**src/rtl/lifo_pkg.sv**
```systemverilog
package lifo_pkg;
  localparam int unsigned WORD_BYTES = 4;

  typedef enum logic [1:0] {
    ST_IDLE    = 2'd0,
    ST_RD_WAIT = 2'd1,
    ST_RD_DONE = 2'd2
  } lifo_state_e;
endpackage

```
**src/rtl/lifo_sp_reg.sv**
```systemverilog
module lifo_sp_reg
  import lifo_pkg::*;
#(
  parameter int unsigned ADDR_W = 16,
  parameter int unsigned BOTTOM = 32'h0000_0100,
  parameter int unsigned LIMIT  = 32'h0000_00F0
) (
  input  logic              clk,
  input  logic              rst,
  input  logic              dec_i,
  input  logic              inc_i,
  output logic [ADDR_W-1:0] sp_o,
  output logic [ADDR_W-1:0] sp_dn_o,
  output logic              empty_o,
  output logic              room_o
);
  localparam logic [ADDR_W-1:0] SP_EMPTY    = ADDR_W'(BOTTOM + WORD_BYTES);
  localparam logic [ADDR_W:0]   SP_MIN_PUSH = (ADDR_W+1)'(LIMIT + WORD_BYTES);
  localparam logic [ADDR_W-1:0] STEP        = ADDR_W'(WORD_BYTES);

  logic [ADDR_W-1:0] sp_q;

  always_ff @(posedge clk) begin
    if (rst) begin
      sp_q <= SP_EMPTY;
    end else if (dec_i) begin
      sp_q <= sp_q - STEP;
    end else if (inc_i) begin
      sp_q <= sp_q + STEP;
    end
  end

  assign sp_o    = sp_q;
  assign sp_dn_o = sp_q - STEP;
  assign empty_o = (sp_q == SP_EMPTY);
  assign room_o  = ({1'b0, sp_q} >= SP_MIN_PUSH);
endmodule

```
**src/rtl/lifo_seq.sv**
```systemverilog
module lifo_seq
  import lifo_pkg::*;
#(
  parameter int unsigned ADDR_W = 16,
  parameter int unsigned DATA_W = 32
) (
  input  logic              clk,
  input  logic              rst,
  input  logic              push_req,
  input  logic              pop_req,
  input  logic [DATA_W-1:0] push_data,
  input  logic [DATA_W-1:0] mem_rdata,
  input  logic [ADDR_W-1:0] sp,
  input  logic [ADDR_W-1:0] sp_dn,
  input  logic              empty,
  input  logic              room,
  output logic              sp_dec,
  output logic              sp_inc,
  output logic [ADDR_W-1:0] mem_addr,
  output logic              mem_we,
  output logic [DATA_W-1:0] mem_wdata,
  output logic [DATA_W-1:0] pop_data,
  output logic              pop_valid,
  output logic              busy,
  output logic              overflow,
  output logic              underflow
);
  lifo_state_e state_q, state_d;
  logic idle, push_go, pop_go, push_bad, pop_bad;

  always_comb begin
    idle     = (state_q == ST_IDLE);
    push_go  = idle && push_req && room;
    push_bad = idle && push_req && !room;
    pop_go   = idle && !push_req && pop_req && !empty;
    pop_bad  = idle && !push_req && pop_req && empty;
    sp_dec   = push_go;
    sp_inc   = (state_q == ST_RD_DONE);
    unique case (state_q)
      ST_IDLE:    state_d = pop_go ? ST_RD_WAIT : ST_IDLE;
      ST_RD_WAIT: state_d = ST_RD_DONE;
      default:    state_d = ST_IDLE;
    endcase
  end

  always_ff @(posedge clk) begin
    if (rst) begin
      state_q   <= ST_IDLE;
      mem_addr  <= '0;
      mem_we    <= 1'b0;
      mem_wdata <= '0;
      pop_data  <= '0;
      pop_valid <= 1'b0;
      busy      <= 1'b0;
      overflow  <= 1'b0;
      underflow <= 1'b0;
    end else begin
      state_q   <= state_d;
      busy      <= (state_d != ST_IDLE);
      mem_we    <= push_go;
      overflow  <= push_bad;
      underflow <= pop_bad;
      pop_valid <= (state_q == ST_RD_DONE);
      if (push_go) begin
        mem_addr  <= sp_dn;
        mem_wdata <= push_data;
      end else if (pop_go) begin
        mem_addr <= sp;
      end
      if (state_q == ST_RD_DONE) begin
        pop_data <= mem_rdata;
      end
    end
  end
endmodule

```
**src/rtl/lifo_stack.sv**
```systemverilog
module lifo_stack #(
  parameter int unsigned ADDR_W = 16,
  parameter int unsigned DATA_W = 32,
  parameter int unsigned BOTTOM = 32'h0000_0100,
  parameter int unsigned LIMIT  = 32'h0000_00F0
) (
  input  logic              clk,
  input  logic              rst,
  input  logic              push_req,
  input  logic              pop_req,
  input  logic [DATA_W-1:0] push_data,
  output logic [DATA_W-1:0] pop_data,
  output logic              pop_valid,
  output logic              busy,
  output logic              empty,
  output logic              overflow,
  output logic              underflow,
  output logic [ADDR_W-1:0] stack_ptr,
  output logic [ADDR_W-1:0] mem_addr,
  output logic              mem_we,
  output logic [DATA_W-1:0] mem_wdata,
  input  logic [DATA_W-1:0] mem_rdata
);
  logic              sp_dec, sp_inc, room;
  logic [ADDR_W-1:0] sp_dn;

  lifo_sp_reg #(
    .ADDR_W(ADDR_W), .BOTTOM(BOTTOM), .LIMIT(LIMIT)
  ) u_sp (
    .clk(clk), .rst(rst), .dec_i(sp_dec), .inc_i(sp_inc),
    .sp_o(stack_ptr), .sp_dn_o(sp_dn), .empty_o(empty), .room_o(room)
  );

  lifo_seq #(
    .ADDR_W(ADDR_W), .DATA_W(DATA_W)
  ) u_seq (
    .clk(clk), .rst(rst), .push_req(push_req), .pop_req(pop_req),
    .push_data(push_data), .mem_rdata(mem_rdata), .sp(stack_ptr),
    .sp_dn(sp_dn), .empty(empty), .room(room), .sp_dec(sp_dec),
    .sp_inc(sp_inc), .mem_addr(mem_addr), .mem_we(mem_we),
    .mem_wdata(mem_wdata), .pop_data(pop_data), .pop_valid(pop_valid),
    .busy(busy), .overflow(overflow), .underflow(underflow)
  );
endmodule

```
**config.mk**
```make
export PLATFORM = sky130hd
export DESIGN_NAME = lifo_stack
export DESIGN_NICKNAME = d
export VERILOG_FILES = /design/src/rtl/lifo_pkg.sv /design/src/rtl/lifo_sp_reg.sv /design/src/rtl/lifo_seq.sv /design/src/rtl/lifo_stack.sv
export SDC_FILE = /design/constraint.sdc
export NUM_CORES = 1
export LEC_CHECK = 0
export BUFFER_PORTS_ARGS = -buffer_cell sky130_fd_sc_hd__buf_2
export CORE_ASPECT_RATIO = 0.9
export CORE_MARGIN = 2
export CORE_UTILIZATION = 28
export CTS_BUF_LIST = sky130_fd_sc_hd__clkbuf_4
export DETAILED_ROUTE_END_ITERATION = 10
export SETUP_SLACK_MARGIN = 0.1
export SLEW_MARGIN = 20
export SYNTH_ARGS = -nofsm -noshare
export SYNTH_HDL_FRONTEND = slang
export SYNTH_SLANG_ARGS = --single-unit
```
**constraint.sdc**
```tcl
create_clock -name clk -period 2.81 [get_ports clk]
set_input_delay 0 -clock clk [delete_from_list [all_inputs] [get_ports clk]]
set_output_delay 0 -clock clk [all_outputs]
set_load 0.05 [all_outputs]
```
* Yosys cells after proc, flatten, opt, wreduce, memory -nomap -nowiden *
Index checks and enable logic that the tools add are counted.
Widths: inputs -> output; s select.

word-level totals
  bits of input ports = 68
  bits in registers = 103

operators by class
  $add $sub $neg = 2
  multiplexer cells = 6
  eq/ne operators = 3
  reduce and logical (&&, ||, !) cells = 14
  order comparisons = 1

operators with widths
  kind                   number
  $mux 16                4
  $add 16x3->16 const B  1
  $eq 16x9->1 const B    1
  $ge 16x8->1 const B    1
  $sub 16x3->16 const B  1
  $logic_and 1x1->1      7
  $reduce_bool 2->1      3
  $pmux 2 s2             1
  $logic_not 1->1        3
  $eq 2x1->1 const B     1
  $eq 2x2->1 const B     1
  $logic_not 2->1        1
  $mux 1                 1

* Logic depth before layout (Yosys ltp) *
  word-level depth = 7
  depth in mapped cells = 11
  depth with buffers taken out = 10

* Modules after synthesis *
From an unflattened synthesis, not the netlist that was laid out.

second synthesis, totals
  cells, all modules = 528
  area total of the unflattened synthesis = 4493.1 sq um

by module, submodules not included
  module       seq. area each (sq um)  area an instance (sq um)  times used  cells each
  lifo_seq     1741.7                  3295.7                    1           376
  lifo_sp_reg  280.3                   1197.4                    1           152

* Least setup slack after synthesis *
OpenSTA, ideal clock, no wires.

  path type = reg-to-reg
  from = reg u_sp.sp_q[3] (netlist: u_sp.sp_o[3])
  to = reg u_seq.mem_addr[11]
  cell stages (with the launch flop) = 9
  required time = 2690 ps
  arrival time = 2471 ps
  setup time = 120 ps
  path slack = 220 ps
  cells stage by stage = dfxtp_1 > inv_1 > ha_1 > nor4b_1 > nand4_1 > clkinv_1 > o22ai_1 > nor2_1 > a211o_1

between the ends
  cells in the longest elaborated chain, start to end = 4

RTL lines
  item                         RTL line           source
  start, declared              lifo_sp_reg.sv:21  logic [ADDR_W-1:0] sp_q;
  start signal, assigned       lifo_sp_reg.sv:27  sp_q <= sp_q - STEP;
  start signal, assigned       lifo_sp_reg.sv:29  sp_q <= sp_q + STEP;
  $eq 16x9->1                  lifo_sp_reg.sv:35  assign empty_o = (sp_q == SP_EMPTY);
  via empty                    lifo_stack.sv:15   output logic empty,
  $logic_not 1->1              lifo_seq.sv:35     pop_go = idle && !push_req && pop_req && !empty;
  $logic_and 1x1->1            lifo_seq.sv:35
  $reduce_bool 2->1 (no line)  -
  end signal, assigned         lifo_seq.sv:65     mem_addr <= sp_dn;
  end signal, assigned         lifo_seq.sv:68     mem_addr <= sp;
  end, declared                lifo_seq.sv:19     output logic [ADDR_W-1:0] mem_addr,

The timed path passes the listed nets, and every way through them passes these cells.
A chain may end at the register's enable or synchronous reset.

* Worst setup path after layout *
  from = reg u_sp.sp_q[3] (netlist: u_sp.sp_o[3])
  to = reg u_sp.sp_q[12] (netlist: u_sp.sp_o[12])

between the ends
  cells in the longest elaborated chain, start to end = 3

RTL lines
  item                                                 RTL line
  $add 16x3->16 / $ge 16x8->1 (equally long branches)  lifo_sp_reg.sv:29, lifo_sp_reg.sv:36
  $mux 16 / $logic_and 1x1->1 (equally long branches)  lifo_sp_reg.sv:28, lifo_seq.sv:33
  $mux 16 / $reduce_bool 2->1 (equally long branches)  -

Parallel ways exist; a longest one is shown, timed or not. The select of a mux whose other input is x is not followed.

==> impl_metrics.prom <==
# TYPE chip_impl_metric gauge
chip_impl_metric{name="max_freq",unit="MHz"} 414.2
chip_impl_metric{name="postCtsSetupRepairBufs",unit=""} 0
chip_impl_metric{name="antennaDiodeCount",unit=""} 0
chip_impl_metric{name="clkLatencyLatePin",unit="ps"} 460
chip_impl_metric{name="initial_antenna_violation_count",unit=""} 0
chip_impl_metric{name="grt_pass1_vias",unit=""} 4022
chip_impl_info{name="worst_setup_path_end_kind",value="register"} 1
chip_impl_metric{name="detail_route.iter0.violations",unit=""} 188
chip_impl_metric{name="crit_required",unit="ps"} 3180
chip_impl_metric{name="post-route-drc-count",unit=""} 0
chip_impl_info{name="hold_path.class",value="input port to register"} 1
chip_impl_metric{name="clock-sinks",unit=""} 99
chip_impl_metric{name="avgRoutedWirePerCell",unit="um"} 14.02
chip_impl_metric{name="postSynthRegisterBits",unit=""} 99
chip_impl_metric{name="clk_transition_reported_paths",unit="ps"} 130
chip_impl_metric{name="p_comb_share",unit="%"} 33.1
chip_impl_metric{name="worst-r2r-cell-count",unit=""} 9
chip_impl_info{name="synth_top_flop_cell",value="sky130_fd_sc_hd__dfxtp_1"} 1
chip_impl_metric{name="post_synth_inst_count",unit=""} 513
chip_impl_metric{name="placeableCoreArea",unit="um^2"} 14710
chip_impl_metric{name="clk_path_buf_depth",unit=""} 2
chip_impl_metric{name="layout-drive-gt1-share",unit="%"} 28.04
chip_impl_metric{name="final.fill_count",unit=""} 1522
chip_impl_metric{name="numPortBuffers",unit=""} 165
chip_impl_metric{name="ys.warnings.count",unit=""} 0
chip_impl_metric{name="area_growth",unit="%"} 41.79
chip_impl_info{name="ctsRootBufferMaster",value="sky130_fd_sc_hd__clkbuf_4"} 1
chip_impl_metric{name="worstPathArrival",unit="ps"} 2780
chip_impl_metric{name="globalRoute.totalOverflow",unit=""} 0
chip_impl_metric{name="setup_viol_count_final",unit=""} 0
chip_impl_metric{name="ff_latch_area",unit="um^2"} 1983
chip_impl_info{name="timing.critical_path.from_type",value="register"} 1
chip_impl_metric{name="dieArea",unit="um^2"} 16040
chip_impl_metric{name="numCtsBuffers",unit=""} 9
chip_impl_metric{name="avgSynthCellArea",unit="um^2"} 8.212
chip_impl_metric{name="hpwl",unit="mm"} 8.330
chip_impl_info{name="outcome",value="completed"} 1
chip_impl_metric{name="fin_hold_ws",unit="ps"} 62.25
chip_impl_metric{name="grt_first_pass_wirelength",unit="mm"} 20.51
chip_impl_metric{name="crit_path_max_fanout",unit=""} 26
chip_impl_metric{name="gp_congestion",unit=""} 0.8227
chip_impl_info{name="type_of_the_worst_setup_path",value="register to register"} 1
chip_impl_metric{name="sequential_to_total_area_share_from_yosys_stat",unit="%"} 47.04
chip_impl_metric{name="syn_area",unit="um^2"} 4213
chip_impl_metric{name="post_drt_via_cell_ratio",unit=""} 4.694
chip_impl_metric{name="final_net_count",unit=""} 801
chip_impl_metric{name="power.ir.vdd_worst",unit="mV"} 0.3245
chip_impl_metric{name="row_count",unit=""} 42
chip_impl_metric{name="multi_input_gate_area_in_the_final_layout",unit="um^2"} 1979
chip_impl_metric{name="power.net_switching",unit="mW"} 1.380
chip_impl_metric{name="global_route.usage.total",unit="%"} 15.90
chip_impl_metric{name="dieHeight",unit="um"} 120.4
chip_impl_metric{name="clock_power_share",unit="%"} 22.6
chip_impl_metric{name="synth-async-reset-ratio",unit="%"} 0
chip_impl_metric{name="final-hold-violation-count",unit=""} 0
chip_impl_metric{name="die_width",unit="um"} 133.3
chip_impl_metric{name="setup_total_negative_slack",unit="ps"} 0
chip_impl_metric{name="detailedRoute.firstPassIterationCount",unit=""} 6
chip_impl_metric{name="initial_utilization",unit="%"} 28.63
chip_impl_metric{name="via_count",unit=""} 4361
chip_impl_metric{name="power_density",unit="nW/um^2"} 604.3
chip_impl_metric{name="finClkSkew",unit="ps"} 20.38
chip_impl_metric{name="route.final.wire_length",unit="mm"} 13.03
chip_impl_metric{name="cts-htree-levels",unit=""} 3
chip_impl_metric{name="transition_at_the_pin_with_the_smallest_max_transition_slack",unit="ps"} 782.1
chip_impl_metric{name="drv_cap",unit=""} 0
chip_impl_metric{name="sw_frac_of_total",unit="%"} 38.22
chip_impl_metric{name="relSlewSlack",unit="%"} 47.86
chip_impl_metric{name="maxSlewViolCount",unit=""} 0
chip_impl_metric{name="whs_path_depth",unit=""} 2
chip_impl_metric{name="post-route-min-period",unit="ps"} 2414
chip_impl_metric{name="grt_max_degree",unit=""} 73
chip_impl_metric{name="pwr-share-seq",unit="%"} 44.4
chip_impl_metric{name="synth_cell_type_count",unit=""} 65
chip_impl_metric{name="final_min_period_over_clock_period",unit="%"} 85.91
chip_impl_metric{name="drt.antenna.violating_nets",unit=""} 0
chip_impl_info{name="cts_tree",value="yes"} 1
chip_impl_metric{name="synth_enable_flop_cells",unit=""} 0
chip_impl_info{name="grt_setup_unrepaired",value="false"} 1
chip_impl_metric{name="cell_internal_pwr",unit="mW"} 2.230
chip_impl_metric{name="design.portCount",unit=""} 170
chip_impl_metric{name="p_leak",unit="nW"} 2.621
[routing by layer]
metal  share of wire (%)  vias up  global-route usage, %
met5                   0        -                      0
met4                 1.7        0                  5.186
met1                  44     1998                  20.01
met3                 7.7       18                  6.122
li1                    -     2172                      -
met2                  47      173                  25.10
[sequential cells by signal, summed over array words and instances, names as in the netlist]
| name | flops |
|---|---|
| u_seq.busy | 1 |
| u_seq.mem_addr | 14 |
| u_seq.mem_wdata | 32 |
| u_seq.mem_we | 1 |
| u_seq.overflow | 1 |
| u_seq.pop_data | 32 |
| u_seq.pop_valid | 1 |
| u_seq.state_q | 2 |
| u_seq.underflow | 1 |
| u_sp.sp_o | 14 |
[worst max-delay path, stage by stage (launching register included)]
cell and delay (ps):
sky130_fd_sc_hd__dfxtp_1 480, sky130_fd_sc_hd__inv_1 110, sky130_fd_sc_hd__ha_1 280, sky130_fd_sc_hd__nor2b_1 190, sky130_fd_sc_hd__o2111ai_2 260, sky130_fd_sc_hd__nand2_4 230
sky130_fd_sc_hd__inv_2 190, sky130_fd_sc_hd__buf_4 250, sky130_fd_sc_hd__a31oi_1 110, sky130_fd_sc_hd__o32ai_1 230
[final timing paths]
path,startpoint,end,slack (ps)
worst max-delay path,u_sp.sp_o[3],u_sp.sp_o[12],400
worst min-delay path,rst,u_sp.sp_o[10],60
worst max register to register,u_sp.sp_o[3],u_sp.sp_o[12],400
worst min register to register,u_seq.pop_data[3],u_seq.pop_data[3],460
[logic make-up after synthesis]
family	Yosys count	share of synthesized area, %
compound gates	122	18.12
xor+xnor	11	2.287
fa+ha+maj	5	1.485
buf+inv	52	6.296
flops	99	47.04
mux	1	0.2673
other cells	1	0.08901
simple gates	222	24.41
[cells in the mapped netlist, types with 2 or more instances]
| master | instances | area [um^2] |
|---|---|---|
| sky130_fd_sc_hd__or3_1 | 5 | 31.28 |
| sky130_fd_sc_hd__a31oi_1 | 5 | 31.28 |
| sky130_fd_sc_hd__inv_1 | 7 | 26.28 |
| sky130_fd_sc_hd__a32oi_1 | 4 | 35.03 |
| sky130_fd_sc_hd__nor2_1 | 25 | 93.84 |
| sky130_fd_sc_hd__or4_1 | 3 | 22.52 |
| sky130_fd_sc_hd__dfxtp_1 | 99 | 1982 |
| sky130_fd_sc_hd__and3_1 | 3 | 18.77 |
| sky130_fd_sc_hd__a21oi_1 | 76 | 380.4 |
| sky130_fd_sc_hd__xor2_1 | 5 | 43.79 |
| sky130_fd_sc_hd__nor3_1 | 12 | 60.06 |
| sky130_fd_sc_hd__nand3_1 | 4 | 20.02 |
| sky130_fd_sc_hd__o311ai_0 | 3 | 26.28 |
| sky130_fd_sc_hd__buf_4 | 6 | 45.04 |
| sky130_fd_sc_hd__clkbuf_1 | 24 | 90.09 |
| sky130_fd_sc_hd__a22oi_1 | 3 | 22.52 |
| sky130_fd_sc_hd__xnor2_1 | 6 | 52.55 |
| sky130_fd_sc_hd__nor4_1 | 2 | 12.51 |
| sky130_fd_sc_hd__o32ai_1 | 2 | 17.52 |
| sky130_fd_sc_hd__nor2b_1 | 2 | 12.51 |
| sky130_fd_sc_hd__buf_6 | 5 | 56.30 |
| sky130_fd_sc_hd__o21ai_0 | 7 | 35.03 |
| sky130_fd_sc_hd__nor4b_1 | 2 | 17.52 |
| sky130_fd_sc_hd__nand4_1 | 4 | 25.02 |
| sky130_fd_sc_hd__buf_2 | 8 | 40.04 |
| sky130_fd_sc_hd__or2_2 | 2 | 12.51 |
| sky130_fd_sc_hd__o31ai_1 | 2 | 15.01 |
| sky130_fd_sc_hd__nand2b_1 | 4 | 25.02 |
| sky130_fd_sc_hd__nand2_1 | 141 | 529.3 |
| sky130_fd_sc_hd__ha_1 | 5 | 62.56 |
| sky130_fd_sc_hd__a211o_1 | 3 | 26.28 |
[power groups by stage]
stage               registers (mW)  logic [mW]  clock network [mW]
finish                        1.60        1.19               0.815
global route                  1.62        1.28               0.916
CTS                           1.60        1.19               0.858
detailed placement            1.63        1.12                   0
global placement              1.63        1.12                   0
floorplan                     1.96       0.513                   0
[cells in the final DEF (no fill, tap or decap), types with 4 or more instances in the layout]
| master | n |
|---|---|
| sky130_fd_sc_hd__a21oi_1 | 76 |
| sky130_fd_sc_hd__a31oi_1 | 5 |
| sky130_fd_sc_hd__a32oi_1 | 4 |
| sky130_fd_sc_hd__buf_2 | 164 |
| sky130_fd_sc_hd__buf_4 | 14 |
| sky130_fd_sc_hd__clkbuf_4 | 10 |
| sky130_fd_sc_hd__conb_1 | 4 |
| sky130_fd_sc_hd__dfxtp_1 | 98 |
| sky130_fd_sc_hd__dlygate4sd3_1 | 66 |
| sky130_fd_sc_hd__ha_1 | 5 |
| sky130_fd_sc_hd__inv_1 | 7 |
| sky130_fd_sc_hd__nand2_1 | 141 |
| sky130_fd_sc_hd__nand2b_1 | 4 |
| sky130_fd_sc_hd__nand3_1 | 4 |
| sky130_fd_sc_hd__nand4_1 | 4 |
| sky130_fd_sc_hd__nor2_1 | 25 |
| sky130_fd_sc_hd__nor3_1 | 12 |
| sky130_fd_sc_hd__o21ai_0 | 7 |
| sky130_fd_sc_hd__or3_1 | 5 |
| sky130_fd_sc_hd__xnor2_1 | 6 |
| sky130_fd_sc_hd__xor2_1 | 5 |
[area by class of cell]
class,instances,share of cell area (%)
inverters,9,0.5656
clock buffers,10,1.257
well taps,198,4.147
flip-flops and latches,99,33.20
repair buffers,244,26.56
multi-input cells,365,33.14
clock inverters,4,1.131
[timing repair]
| action | CTS | global route |
|---|---|---|
| gates resized for setup | 0 | 1 |
| endpoints found under the setup margin | 0 | 1 |
| hold endpoints to repair | 65 | 0 |
| hold buffers | 66 | 0 |
[stage by stage]
step	area [um^2]	std cells	utilization (%)	power, mW	setup slack (ps)
global placement	5169	849	35.13	2.754	440.1
CTS	5972	929	40.59	3.654	316.4
floorplan	4224	516	-	2.476	219.6
global route	5973	929	40.60	3.812	103.1
detailed placement	5169	849	35.13	2.754	363.7
finish	5973	929	40.60	3.610	396.0
(Power assumes the default switching activity.)
